$ cat config.mk
export PLATFORM = sky130hd
export DESIGN_NAME = ecc_err_capture
export DESIGN_NICKNAME = d
export VERILOG_FILES = /design/src/rtl/ecc_cap_pkg.sv /design/src/rtl/ecc_sticky_bit.sv /design/src/rtl/ecc_capture_rec.sv /design/src/rtl/ecc_irq_gen.sv /design/src/rtl/ecc_err_capture.sv
export SDC_FILE = /design/constraint.sdc
export NUM_CORES = 1
export LEC_CHECK = 0
export ABC_AREA = 1
export CAP_MARGIN = 25
export CELL_PAD_IN_SITES_DETAIL_PLACEMENT = 0
export CELL_PAD_IN_SITES_GLOBAL_PLACEMENT = 1
export CORE_ASPECT_RATIO = 2
export CORE_UTILIZATION = 28
export DETAILED_ROUTE_END_ITERATION = 12
export MAX_ROUTING_LAYER = met4
export PLACE_DENSITY_LB_ADDON = 0.1
export SYNTH_ARGS = -nofsm -noshare
export SYNTH_HDL_FRONTEND = slang
export SYNTH_SLANG_ARGS = --single-unit
export TNS_END_PERCENT = 30
$ cat constraint.sdc
create_clock -name clk -period 1.5 [get_ports clk]
set_clock_uncertainty 0.1 [all_clocks]
set_input_delay 0.225 -clock clk [delete_from_list [all_inputs] [get_ports clk]]
set_output_delay 0.225 -clock clk [all_outputs]
set_load 0.01 [all_outputs]
$ cat src/rtl/ecc_cap_pkg.sv
package ecc_cap_pkg;
   localparam int unsigned NUM_SRC = 2;
   localparam int unsigned SRC_SGL = 0;
   localparam int unsigned SRC_DBL = 1;

   typedef enum logic [1:0] {
      REG_IRQ_EN   = 2'd0,
      REG_STATUS   = 2'd1,
      REG_CAP_ADDR = 2'd2,
      REG_CAP_INFO = 2'd3
   } reg_sel_e;
endpackage

$ cat src/rtl/ecc_sticky_bit.sv
module ecc_sticky_bit (
   input  logic clk,
   input  logic rst_n,
   input  logic set_i,
   input  logic clr_i,
   output logic q_o
);
   // set has priority over a same-cycle clear
   always_ff @(posedge clk) begin
      if (!rst_n)     q_o <= 1'b0;
      else if (set_i) q_o <= 1'b1;
      else if (clr_i) q_o <= 1'b0;
   end
endmodule

$ cat src/rtl/ecc_capture_rec.sv
module ecc_capture_rec #(
   parameter int unsigned ADDR_W = 32,
   parameter int unsigned SYN_W  = 8
) (
   input  logic              clk,
   input  logic              rst_n,
   input  logic              sgl_i,
   input  logic              dbl_i,
   input  logic              sgl_held_i,
   input  logic              dbl_held_i,
   input  logic [ADDR_W-1:0] addr_i,
   input  logic [SYN_W-1:0]  syn_i,
   output logic [ADDR_W-1:0] cap_addr_o,
   output logic [SYN_W-1:0]  cap_syn_o,
   output logic              cap_dbl_o
);
   logic load_dbl, load_sgl;

   // a double may displace a held single; nothing displaces a held double
   assign load_dbl = dbl_i && !dbl_held_i;
   assign load_sgl = sgl_i && !sgl_held_i && !dbl_held_i && !dbl_i;

   always_ff @(posedge clk) begin
      if (!rst_n) begin
         cap_addr_o <= '0;
         cap_syn_o  <= '0;
         cap_dbl_o  <= 1'b0;
      end else if (load_dbl || load_sgl) begin
         cap_addr_o <= addr_i;
         cap_syn_o  <= syn_i;
         cap_dbl_o  <= load_dbl;
      end
   end
endmodule

$ cat src/rtl/ecc_irq_gen.sv
module ecc_irq_gen #(
   parameter int unsigned NSRC    = 2,
   parameter bit          IRQ_REG = 1'b1
) (
   input  logic            clk,
   input  logic            rst_n,
   input  logic [NSRC-1:0] sts_i,
   input  logic [NSRC-1:0] en_i,
   output logic            irq_o
);
   logic pend;
   assign pend = |(sts_i & en_i);

   generate
      if (IRQ_REG) begin : g_reg
         always_ff @(posedge clk) begin
            if (!rst_n) irq_o <= 1'b0;
            else        irq_o <= pend;
         end
      end else begin : g_comb
         assign irq_o = pend;
      end
   endgenerate
endmodule

$ cat src/rtl/ecc_err_capture.sv
module ecc_err_capture
   import ecc_cap_pkg::*;
#(
   parameter int unsigned ADDR_W  = 32,
   parameter int unsigned SYN_W   = 8,
   parameter int unsigned DATA_W  = 32,
   parameter bit          IRQ_REG = 1'b1
) (
   input  logic              clk,
   input  logic              rst_n,
   input  logic              ecc_dec_en,
   input  logic              evt_sgl,
   input  logic              evt_dbl,
   input  logic [ADDR_W-1:0] evt_addr,
   input  logic [SYN_W-1:0]  evt_syn,
   input  logic [1:0]        reg_addr,
   input  logic              reg_we,
   input  logic [DATA_W-1:0] reg_wdata,
   output logic [DATA_W-1:0] reg_rdata,
   output logic              irq
);
   localparam int unsigned INFO_W = SYN_W + 1;

   generate
      if (ADDR_W > DATA_W || ADDR_W == 0) begin : g_bad_addr
         $error("ADDR_W must be 1..DATA_W");
      end
      if (INFO_W > DATA_W || SYN_W == 0) begin : g_bad_syn
         $error("SYN_W+1 must fit in DATA_W");
      end
      if (DATA_W < NUM_SRC) begin : g_bad_data
         $error("DATA_W too narrow");
      end
   endgenerate

   logic [NUM_SRC-1:0] set_v, clr_v, sts_q, en_q;
   logic [ADDR_W-1:0]  cap_addr_q;
   logic [SYN_W-1:0]   cap_syn_q;
   logic               cap_dbl_q;
   reg_sel_e           sel;

   assign sel = reg_sel_e'(reg_addr);

   assign set_v[SRC_SGL] = evt_sgl && ecc_dec_en;
   assign set_v[SRC_DBL] = evt_dbl && ecc_dec_en;
   assign clr_v = (reg_we && sel == REG_STATUS) ? reg_wdata[NUM_SRC-1:0] : '0;

   generate
      for (genvar i = 0; i < NUM_SRC; i++) begin : g_sts
         ecc_sticky_bit u_bit (
            .clk   (clk),
            .rst_n (rst_n),
            .set_i (set_v[i]),
            .clr_i (clr_v[i]),
            .q_o   (sts_q[i])
         );
      end
   endgenerate

   always_ff @(posedge clk) begin
      if (!rst_n)                         en_q <= '0;
      else if (reg_we && sel == REG_IRQ_EN) en_q <= reg_wdata[NUM_SRC-1:0];
   end

   ecc_capture_rec #(.ADDR_W(ADDR_W), .SYN_W(SYN_W)) u_cap (
      .clk        (clk),
      .rst_n      (rst_n),
      .sgl_i      (set_v[SRC_SGL]),
      .dbl_i      (set_v[SRC_DBL]),
      .sgl_held_i (sts_q[SRC_SGL]),
      .dbl_held_i (sts_q[SRC_DBL]),
      .addr_i     (evt_addr),
      .syn_i      (evt_syn),
      .cap_addr_o (cap_addr_q),
      .cap_syn_o  (cap_syn_q),
      .cap_dbl_o  (cap_dbl_q)
   );

   ecc_irq_gen #(.NSRC(NUM_SRC), .IRQ_REG(IRQ_REG)) u_irq (
      .clk   (clk),
      .rst_n (rst_n),
      .sts_i (sts_q),
      .en_i  (en_q),
      .irq_o (irq)
   );

   always_comb begin
      reg_rdata = '0;
      unique case (sel)
         REG_IRQ_EN:   reg_rdata[NUM_SRC-1:0] = en_q;
         REG_STATUS:   reg_rdata[NUM_SRC-1:0] = sts_q;
         REG_CAP_ADDR: reg_rdata[ADDR_W-1:0]  = cap_addr_q;
         REG_CAP_INFO: reg_rdata[INFO_W-1:0]  = {cap_dbl_q, cap_syn_q};
         default:      reg_rdata = '0;
      endcase
   end
endmodule

==> impl_metrics.yaml <==
run_status:
  status: "finished clean"
yosys:
  yosysTopAreaCell: "dfxtp_1"
  synthTopCellsByArea: "dfxtp_1 (38%), nor2_1 (11%), a21oi_1 (9.1%), nand2_1 (8.5%), nand3_2 (7.0%)"
  synthSimpleGateAreaFrac_pct: 34.3
  ys_types: 20
  synth_most_common_cell: "nor2_1"
  syn_area_um2: 2420
  ys.flop_type: "dfxtp_1"
  syn_inst: 344
  synth_top_area_share_pct: 38.1
  synth_mux_area_share_pct: 0
  ys_ff_latch: 46
  synth_xor_area_share_pct: 0
  ys_top_cells_by_count: "nor2_1 (68), nand2_1 (55), dfxtp_1 (46)"
  syn_area_per_cell_um2: 7.03
  synth_top_family_by_area: "simple AND/OR/NAND/NOR gates"
  syn_nets: 424
  ys_async_sr_fraction_pct: 0
  synthAdderAreaFrac_pct: 0
  synth_edf_count: 0
  ys_seq_area_share_pct: 38.1
  synth-compound-area-share_pct: 11.3
  ys_warn_count: 0
worst_setup_path:
  cpMaxStageDelayCell: "dlygate4sd2_1"
  cpPeakStageDelay_ps: 220
  worstPathArrival_ps: 1130
  crit_fanout: 3
  cp.required_ps: 1170
  cp-end-kind: "output port"
  cp_cell_sequence: "dlygate4sd2_1 > buf_4 > nand2_2 > buf_4 > o22ai_1 > buf_2"
  ff2ff_setup_slack_ps: 150
  timing.critical_path.from_type: "input pin"
  critical_path_class: "input pin to output port"
  cp_common_cell: "buf_4"
global_routing:
  grt_pass1_vias: 2171
  use_met2_pct: 26.7
  antenna_found_initial: 0
  grt_start_max_net_pins: 29
  use_met1_pct: 16.6
  grtUsageMet3_pct: 3.08
  grt_usage_pct: 15.7
  grt_pass1_wl_um: 10200
  grt_busiest_layer: "met2"
  grt_overflow_total: 0
placed_design:
  port_buffers: 82
  place_congestion: 0.796
  placed_area_um2: 3400
  dp_hpwl_um: 4620
sta:
  final-max-slew-violation-count: 0
  finalCriticalPeriod_ps: 1460
  hold_violations: 0
  rsz0062_at_grt: "no"
  finalCritPeriodShare_pct: 97.1
  setup_viol: 0
  slew_headroom_pct: 77.9
  fin_tns_setup_ps: 0
  tightest_slew_ps: 332
  clock.fmax_mhz: 687
cts:
  clk-insertion-delay-late_ps: 290
  postCtsSetupBuffers: 0
  clk_path_buf_depth: 2
  h-tree-depth: 2
  cts_tree: "built"
  cts_made_buffers: 5
  cts_hold_buf: 0
  root_buffer: "clkbuf_16"
  cts_sinks: 46
  clkSlewWorstSetupHoldPaths_ps: 70
route:
  drt-initial-drc-count: 86
  via_per_inst: 4.44
  dr.pass1.iters: 4
  vias: 2349
  wl_per_cell_um: 12.2
  postRouteAntennaNets: 0
  route.detailed.drc: 0
  routed_wl_um: 6470
final_layout:
  drive_gt1_share_pct: 22.0
  fin_area_um2: 3440
  syn_to_final_growth_pct: 42.2
  seq_area_um2: 921
  insertedDiodeCount: 0
  fillCellCount: 951
  multi_input_area_um2: 1150
  nets: 510
die:
  die_w_um: 67.7
  start_util_pct: 28.9
  core_area_um2: 8350
  rows: 47
  dieArea_um2: 9030
  ios: 113
  die_h_um: 133
power:
  leakage_nw: 1.69
  ir_worst_vdd_mv: 0.495
  p_per_area_nw_per_um2: 948
  power_mw: 3.26
worst_hold_path:
  hp-class: "input pin to flop"
run:
  cap_violations: 0
-- timing repair --
item / in CTS / in global routing
endpoints found under the setup margin: 32 / 7
pin swaps: 1 / 1
gates resized for setup: 142 / 6
-- power by group --
group / switching (mW) / total [mW] / internal [mW]
Combinational: 0.387 / 0.756 / 0.369
Sequential: 0.0319 / 1.37 / 1.33
Clock: 0.475 / 1.14 / 0.662
Total: 0.894 / 3.26 / 2.36
-- kinds of logic after synthesis --
logic type | after synthesis
AOI/OAI and AO/OA | 53
buffers and inverters | 71
DFF | 46
and+or+nand+nor | 174
-- critical path, delay by kind of cell --
| kind | cells | cell delay [ps] |
|---|---|---|
| simple gates | 1 | 70 |
| buf+inv | 4 | 650 |
| compound gates | 1 | 180 |
-- through the flow --
step / util, % / hold WS (ps) / std cells / setup WS [ps]
6_report: 41.2 / 278 / 529 / 43.8
5_1_grt: 41.2 / 288 / 529 / 3.12
4_1_cts: 41.1 / 273 / 529 / 1.57
3_5_place_dp: 40.7 / 353 / 521 / -718
3_3_place_gp: 40.7 / 351 / 521 / -686
2_1_floorplan: - / 257 / 344 / 276
-- worst paths after layout --
check,from,end,depth (start not counted)
hold / removal,rst_n,u_cap.cap_addr_o[1],4
hold reg to reg,u_cap.cap_dbl_o,u_cap.cap_dbl_o,2
setup reg to reg,g_sts[1].u_bit.q_o,u_cap.cap_addr_o[8],6
setup / recovery,reg_addr[1],reg_rdata[3],6
-- routing by layer --
layer	wire, µm	share of wire [%]
met1	2690	42
met2	3400	52
met3	288	4.4
met4	95	1.5
met5	0	0
-- placed cells by master, fill, tap and decap left out --
| cell | synthesis | routed |
|---|---|---|
| a21oi_1 | 44 | 44 |
| buf_12 | 0 | 8 |
| buf_2 | 8 | 33 |
| buf_4 | 3 | 12 |
| buf_8 | 0 | 1 |
| clkbuf_1 | 0 | 1 |
| clkbuf_16 | 0 | 5 |
| clkbuf_2 | 0 | 1 |
| clkbuf_8 | 3 | 1 |
| clkdlybuf4s50_1 | 0 | 47 |
| clkinv_2 | 1 | 2 |
| dfxtp_1 | 46 | 46 |
| dlygate4sd2_1 | 0 | 1 |
| inv_1 | 45 | 43 |
| inv_2 | 1 | 2 |
| inv_4 | 0 | 1 |
| nand2_1 | 55 | 54 |
| nand2_2 | 1 | 2 |
| nand2_4 | 1 | 1 |
| nand3_1 | 25 | 25 |
| nand3_2 | 17 | 17 |
| nand3_4 | 1 | 1 |
| nand4_1 | 4 | 4 |
| nor2_1 | 68 | 66 |
| nor2_2 | 2 | 2 |
| nor2_4 | 0 | 2 |
| o21ai_0 | 3 | 3 |
| o22ai_1 | 6 | 2 |
| o22ai_2 | 0 | 3 |
| o22ai_4 | 0 | 1 |
-- sequential cells by signal (all words and copies together), names as in the netlist --
register and flops:
u_cap.cap_dbl_o 1, u_cap.cap_addr_o 32, u_irq.irq_o 1, u_cap.cap_syn_o 8, en_q 2, g_sts.u_bit.q_o 2
-- final cells by class --
type	instances	share of cell area (%)
multi-input cells	227	33.5
clock inverters	1	0.146
repair buffers	103	26.6
flip-flops and latches	46	26.8
clock buffers	7	4.15
well taps	98	3.57
inverters	47	5.24
No activity file was read; power rests on OpenSTA's default activity.
